`src/rtl/bmap_pkg.sv`:
```
package bmap_pkg;
    typedef enum logic [1:0] {
        ST_IDLE = 2'd0,
        ST_REQ  = 2'd1,
        ST_GAP  = 2'd2
    } bst_e;
endpackage

```
`src/rtl/bmap_seq.sv`:
```
module bmap_seq
    import bmap_pkg::*;
#(
    parameter int NEVT = 4,
    parameter int CW   = 4,
    parameter int OW   = 4,
    parameter int SW   = 5
) (
    input  logic            clk,
    input  logic            rst_n,
    input  logic [OW-1:0]   cfg_base,
    input  logic [CW-1:0]   cfg_count,
    input  logic [NEVT-1:0] cfg_evt_en,
    input  logic [NEVT-1:0] evt_in,
    input  logic            dma_ack,
    output logic            dma_req,
    output logic [SW-1:0]   cur_off,
    output bst_e            st
);
    bst_e          st_q, st_d;
    logic [CW-1:0] idx, cnt_lat;
    logic [OW-1:0] base_lat;
    logic          trig, last;

    assign trig = |(evt_in & cfg_evt_en);
    assign last = (idx == cnt_lat);

    // state register
    always_ff @(posedge clk or negedge rst_n) begin
        if (!rst_n) st_q <= ST_IDLE;
        else        st_q <= st_d;
    end

    // next state
    always_comb begin
        st_d = st_q;
        unique case (st_q)
            ST_IDLE: if (trig)    st_d = ST_REQ;
            ST_REQ:  if (dma_ack) st_d = last ? ST_IDLE : ST_GAP;
            ST_GAP:               st_d = ST_REQ;
            default:              st_d = ST_IDLE;
        endcase
    end

    // burst bookkeeping
    always_ff @(posedge clk or negedge rst_n) begin
        if (!rst_n) begin
            idx      <= '0;
            cnt_lat  <= '0;
            base_lat <= '0;
        end else if (st_q == ST_IDLE && trig) begin
            idx      <= '0;
            cnt_lat  <= cfg_count;
            base_lat <= cfg_base;
        end else if (st_q == ST_REQ && dma_ack) begin
            idx <= last ? '0 : idx + 1'b1;
        end
    end

    // outputs
    always_comb begin
        dma_req = (st_q == ST_REQ);
        if (st_q == ST_IDLE) cur_off = SW'(cfg_base);
        else                 cur_off = SW'(base_lat) + SW'(idx);
        st = st_q;
    end
endmodule

```
`src/rtl/bmap_regfile.sv`:
```
module bmap_regfile #(
    parameter int NREG = 8,
    parameter int DW   = 16,
    parameter int SW   = 5
) (
    input  logic            clk,
    input  logic            rst_n,
    input  logic [SW-1:0]   off,
    input  logic            wr,
    input  logic            rd,
    input  logic [DW-1:0]   wdata,
    output logic [DW-1:0]   rdata,
    output logic [NREG*DW-1:0] regs_o
);
    logic [DW-1:0] mem [NREG];

    for (genvar g = 0; g < NREG; g++) begin : g_reg
        always_ff @(posedge clk or negedge rst_n) begin
            if (!rst_n)                        mem[g] <= '0;
            else if (wr && off == SW'(g))      mem[g] <= wdata;
        end
        assign regs_o[g*DW +: DW] = mem[g];
    end

    always_comb begin
        rdata = '0;
        for (int i = 0; i < NREG; i++)
            if (rd && off == SW'(i)) rdata = mem[i];
    end
endmodule

```
`src/rtl/burst_reg_mapper.sv`:
```
module burst_reg_mapper
    import bmap_pkg::*;
#(
    parameter int NREG = 8,
    parameter int DW   = 16,
    parameter int NEVT = 4,
    parameter int CW   = 4,
    parameter int OW   = 4
) (
    input  logic               clk,
    input  logic               rst_n,
    input  logic [OW-1:0]      cfg_base,
    input  logic [CW-1:0]      cfg_count,
    input  logic [NEVT-1:0]    cfg_evt_en,
    input  logic [NEVT-1:0]    evt_in,
    output logic               dma_req,
    input  logic               dma_ack,
    input  logic               buf_wr,
    input  logic               buf_rd,
    input  logic [DW-1:0]      buf_wdata,
    output logic [DW-1:0]      buf_rdata,
    output logic [NREG*DW-1:0] regs_o
);
    localparam int SW = ((OW > CW) ? OW : CW) + 1;

    logic [SW-1:0] cur_off;
    bst_e          st;

    bmap_seq #(.NEVT(NEVT), .CW(CW), .OW(OW), .SW(SW)) u_seq (
        .clk(clk), .rst_n(rst_n), .cfg_base(cfg_base), .cfg_count(cfg_count),
        .cfg_evt_en(cfg_evt_en), .evt_in(evt_in), .dma_ack(dma_ack),
        .dma_req(dma_req), .cur_off(cur_off), .st(st)
    );

    bmap_regfile #(.NREG(NREG), .DW(DW), .SW(SW)) u_rf (
        .clk(clk), .rst_n(rst_n), .off(cur_off), .wr(buf_wr), .rd(buf_rd),
        .wdata(buf_wdata), .rdata(buf_rdata), .regs_o(regs_o)
    );
endmodule

```
`config.mk`:
```
export PLATFORM = sky130hd
export DESIGN_NAME = burst_reg_mapper
export DESIGN_NICKNAME = d
export VERILOG_FILES = /design/src/rtl/bmap_pkg.sv /design/src/rtl/bmap_seq.sv /design/src/rtl/bmap_regfile.sv /design/src/rtl/burst_reg_mapper.sv
export SDC_FILE = /design/constraint.sdc
export NUM_CORES = 1
export LEC_CHECK = 0
export BUFFER_PORTS_ARGS = -buffer_cell sky130_fd_sc_hd__buf_2
export CORE_UTILIZATION = 45
export DETAILED_ROUTE_END_ITERATION = 10
export GPL_TIMING_DRIVEN = 0
export PLACE_DENSITY = 0.69
export SYNTH_ARGS = -nofsm -noshare
export SYNTH_HDL_FRONTEND = slang
export SYNTH_SLANG_ARGS = --single-unit
```
`constraint.sdc`:
```
create_clock -name clk -period 4.4 [get_ports clk]
set_clock_uncertainty 0.1 [all_clocks]
set_input_delay 0.44 -clock clk [delete_from_list [all_inputs] [get_ports clk]]
set_output_delay 0.44 -clock clk [all_outputs]
set_load 0.005 [all_outputs]
```
**Yosys cells after proc, flatten, opt, wreduce, memory -nomap -nowiden**

Cells that the tools add are included.

- Word-level logic and storage cells: 66
- Input bits: 37
- Output and inout bits: 145
- Bits in registers: 142

- Add/sub/neg operators: 2
- Bitwise logic cells: 1
- Reduce and logical (&&, ||, !) cells: 23
- Multiplexer cells: 16
- Equal/unequal tests: 12

Operator list:

| kind | number |
|---|---|
| 16-bit two-way mux | 8 |
| 5-bit by 3-bit equality test with 1-bit output (second input constant) | 4 |
| 1-bit logical AND | 18 |
| 4-bit two-way mux | 3 |
| 5-bit by 2-bit equality test with 1-bit output (second input constant) | 2 |
| 2-bit two-way mux | 3 |
| 2-bit one-hot mux with 3 select lines | 1 |
| 4-bit by 4-bit adder with 5-bit output | 1 |
| 5-bit by 1-bit equality test with 1-bit output (second input constant) | 1 |
| 5-bit logical NOT | 1 |
| 5-bit two-way mux | 1 |
| 4-bit by 1-bit adder with 4-bit output (second input constant) | 1 |
| 4-bit AND | 1 |
| 4-bit equality test | 1 |
| 2-bit by 1-bit != test with 1-bit output (second input constant) | 2 |
| 4-bit OR reduction | 1 |
| 2-bit by 1-bit equality test with 1-bit output (second input constant) | 1 |
| 2-bit equality test (second input constant) | 1 |
| 2-bit logical NOT | 1 |
| 2-bit AND reduction | 1 |
| 2-bit nonzero test | 1 |

**Logic depth before layout (Yosys ltp)**

- Depth after elaboration: 12
- Mapped depth: 11

**By module**

A second synthesis with hierarchy kept.

- Cells, all modules: 473
- Area total of the unflattened synthesis: 6,725.2 sq um

By module, submodules not included:

| module | seq. area each (sq um) | cells an instance | times used | area an instance (sq um) |
|---|---|---|---|---|
| bmap_regfile | 3,203.1 | 396 | 1 | 5,858.1 |
| bmap_seq | 350.3 | 77 | 1 | 867.1 |

**Least setup slack after synthesis**

No wires, ideal clock.

- Kind: register to output
- Start point: register u_seq.idx[0]
- End point: output buf_rdata[10]
- Cell stages (with the launch flop): 11
- Arrival time: 2,665 ps
- Slack: 1,195 ps
- Path through: dfrtp_1 ha_1 inv_1 fa_1 and2_1 a21oi_1 nor3_1 clkbuf_1 a22o_1 a211oi_1 o21ai_0

- Longest elaborated chain between the ends: 12
- Elaborated cells on any way between the ends: 26
- Those cells by class: add/sub: 1; eq/ne: 7; mux: 9; reduce/logical: 9

RTL lines:

| what | RTL line | source |
|---|---|---|
| start: declaration | bmap_seq.sv:21 | `logic [CW-1:0] idx, cnt_lat;` |
| start signal: assignment | bmap_seq.sv:56 | `idx <= last ? '0 : idx + 1'b1;` |
| 4-bit by 4-bit adder with 5-bit output * | bmap_seq.sv:64 | `else cur_off = SW'(base_lat) + SW'(idx);` |
| 5-bit two-way mux * | bmap_seq.sv:63 | `if (st_q == ST_IDLE) cur_off = SW'(cfg_base);` |
| 5-bit logical NOT | bmap_regfile.sv:28 | `if (rd && off == SW'(i)) rdata = mem[i];` |
| 1-bit logical AND | bmap_regfile.sv:28 |  |
| 16-bit two-way mux (7 in series) | bmap_regfile.sv:28 |  |
| 16-bit two-way mux * | bmap_regfile.sv:28 |  |
| end: declaration | burst_reg_mapper.sv:21 | `output logic [DW-1:0] buf_rdata,` |

Mark *: on every way between the ends. The rest lies on a longest branch, timed or not.

**Worst setup path after layout**

- Start point: register u_seq.idx[0]
- End point: output buf_rdata[12]

Same word-level chain as after synthesis.

==> summary by stage <==
Floorplan
Once the floorplan was initialized, standard cells occupied 46.8% of the core. The region available for standard cell placement spans 14800 sq um. The number of ports placed on the die boundary is 182. In this run the horizontal extent of the chip is 126 um. Measured along the y axis, the die boundary spans 126 um.

The die area is 15800 sq um. The site row count is 44.

Global routing
The number of global-route vias before repair is 5918. The maximum number of pins on one net before global-route repair is 100. The initial antenna violation count is 0. The global-route usage over all layers is 27.9%. Summed over all layers, the global routing overflow is 0.

The wire length of the first global-routing pass is 33100 um.

Power
The static leakage is 0.00406 uW. The power after layout is 7580 uW. For this design the ratio of total power to cell area is 867 nW/um^2. VDD sags by at most 397 uV.

STA
The setup-violating endpoint count in the final report is 0. The tightest hold path in the finished design has a slack of 152 ps. The worst max-slew margin expressed relative to the limit is 40.1%.

At the pin with the least slew margin, the transition time is 874 ps. The final hold violation count is 0. The max-slew violation count is 0.

After layout, the minimum clock period comes to 4200 ps. The fmax is 0.238 GHz. The final critical path takes up 95.5% of the cycle.

Worst setup path
The category of the most critical setup path is flip-flop to output port. The setup check on the worst reg-to-reg path leaves a slack of 700 ps. The launch instance of the worst register-to-register path is u_seq.idx[0]. The destination of the critical timing path is buf_rdata[12]. The required time of the critical path is 3860 ps. The source of the critical timing path is u_seq.idx[0].

The maximum fanout along the worst path is 10. The arrival time at the worst endpoint is 3660 ps. Counting cells, the worst reg-to-reg path comes to 11. The critical path launch point type is a flip-flop.

The type of element capturing the critical path is an output port. The endpoint identified for the worst register-to-register timing path is u_rf.regs_o[57].

Placement
The number of buffers added on ports is 181. Routability-driven placement finished with a final weighted congestion of 0.846. The placed instances occupy a cell area of 8080 sq um. The HPWL after detailed placement is 14700 um.

Logic synthesis
The share of Yosys cell area claimed by the top area cell type is 51.4%. After synthesis the netlist holds a flip-flop and latch count of 142. The most common flop cell mapped by yosys is dfrtp_1.

The average instance in the mapped netlist occupies 12.4 sq um. After synthesis, the netlist uses 54 different library cells. The number of synthesized flops with an enable pin is 0. The gate count after technology mapping is 558. The library cell with the largest summed area after synthesis is dfrtp_1.

In the synthesized netlist the async set-or-reset flop fraction comes to 100%. Ranked by total cell area, the synthesized netlist is headed by dfrtp_1 (51%), mux2_2 (18%), o21ai_0 (3.7%). During synthesis, Yosys emitted a total of 0 warnings. Sequential elements use 51.4% of the synthesized area. The post-synth net total is 601.

The post-synthesis cell area is 6910 sq um.

Layout
Relative to the synthesized area, the layout overhead comes to 26.6%. The top cell types in the final layout, fill and taps aside, are buf_2 (183), dfrtp_1 (142), mux2_2 (113). The number of antenna diodes in the final layout is 0.

Leaving out fill and tap cells, the most frequent cell in the layout is buf_2. For this run, the post-layout net count is 805. The fraction of final layout cells sized beyond drive strength 1 is 48.8%. After routing the design area is 8750 sq um.

Routing
The starting DRC count in detailed routing is 435. Using the TritonRoute via totals, the vias-per-cell ratio works out to 6.03. The count of nets left with antenna violations after detail routing is 0. The sum of routed wire length over all layers is 21300 um. In the routed design, unresolved DRC markers number 0.

Across all layers, the routed design uses 5781 vias. Dividing the detail-routed wire length by the instance count gives 22.2 um. Before antenna repair, the detailed router went through 8 iterations.

Clock tree
TritonCTS built the clock tree. The H-tree depth is 4. The buffer type at the clock tree root is clkbuf_16.

The number of clock sinks is 142. Counting along the longest clock path gives a buffer depth of 2. Clock tree synthesis inserted a total of 17 buffers. After clock tree synthesis, the clock-pin slew on the worst setup and hold paths is 60 ps. At the later pin of the worst-skew pair, clock insertion delay measures 420 ps.

Worst hold path
The min-delay analysis places its worst path in the category input pin to flip-flop.

Status
The run finished with clean final reports.

Job
The tool flagged a number of max-cap violations equal to 0.
==> synthesized netlist by cell type, types with 3 or more instances <==
cell,instances
buf_2,4
nand2_1,26
nor2_4,6
mux2_2,113
mux2_4,10
nor3_1,18
clkbuf_1,17
nor2_1,14
xor2_1,5
o211a_1,3
o22ai_1,16
inv_1,11
mux2i_1,4
ha_1,5
a211oi_1,14
o21ai_0,51
buf_4,7
a21oi_1,10
mux2_1,10
dfrtp_1,142
a22oi_1,3
a222oi_1,14
a22o_1,15
==> report_power, final <==
| group | total, uW | internal, uW | switching [uW] | leakage [uW] |
|---|---|---|---|---|
| logic | 3680 | 1720 | 1960 | 0.00203 |
| registers | 2480 | 1940 | 538 | 0.00175 |
| clock network | 1430 | 850 | 577 | 0.000280 |
==> flip-flops by register name (all words and copies together), names as in the netlist <==
signal	cells
u_seq.st	2
u_seq.idx	4
u_seq.cnt_lat	4
u_seq.base_lat	4
u_rf.regs_o	128
==> worst min-delay path by stage <==
stage,depth (start not counted),to,slack [ps],startpoint
global route,2,u_seq.cnt_lat[2],150,cfg_count[2]
floorplan,0,u_rf.regs_o[0],40,rst_n
detailed placement,1,u_rf.regs_o[114],290,rst_n
global placement,1,u_rf.regs_o[57],390,u_rf.regs_o[57]
CTS,2,u_seq.cnt_lat[2],140,cfg_count[2]
finish,2,u_seq.cnt_lat[2],150,cfg_count[2]
==> worst max-delay path: stages (launching register included) <==
cell and delay [ps]:
dfrtp_1 480, ha_1 230, inv_1 70, fa_1 510
xnor2_1 230, mux2i_1 130, or4_1 480, buf_4 200
nor2_2 290, buf_4 290, nand2_1 70, o21ai_0 100
buf_2 150
==> metal layers <==
metal / global-route usage (%) / vias to the layer above / share of wire, %
met5: 0 / - / 0
met4: 9.78 / 0 / 1.7
met3: 8.11 / 27 / 9.3
met2: 45.4 / 259 / 47
met1: 35.5 / 2968 / 42
li1: - / 2527 / -
==> cell type report <==
type,instances,area [sq um]
Clock buffer,19,443
Clock inverter,13,138
Sequential cell,142,3550
Buffer,31,190
Fill cell,1270,6010
Tap cell,184,230
Inverter,11,41.3
Timing Repair Buffer,185,965
Multi-Input combinational cell,374,3190
==> through the flow <==
step | utilization, % | setup TNS (ps) | cells | setup WS, ps
after floorplan | - | 0 | 558 | 1190
after global placement | 54.5 | 0 | 923 | 64.8
after detailed placement | 54.7 | 0 | 924 | 29.3
after CTS | 58.9 | 0 | 957 | 30.1
after global routing | 59.3 | -24.6 | 959 | -24.6
final | 59.3 | 0 | 959 | 197
==> timing repair <==
| item | 4_1_cts | 5_1_grt |
|---|---|---|
| setup endpoints to repair | 15 | 11 |
| pin swaps | 0 | 2 |
| hold endpoints to repair | 43 | 0 |
| gates resized for setup | 11 | 19 |
| buffers inserted | 0 | 2 |
| hold buffers | 1 | 0 |
==> cells by family after synthesis <==
group                      after synthesis  synth area share, %
buffers and inverters                   42                 3.12
and+or+nand+nor                         85                 6.78
DFF                                    142                 51.4
xor gates and xnor gates                 6                0.761
muxes                                  138                 23.1
adders and majority gates                6                 1.20
AOI/OAI and AO/OA                      139                 13.6
Note: power is estimated with default switching activity, not from simulation.
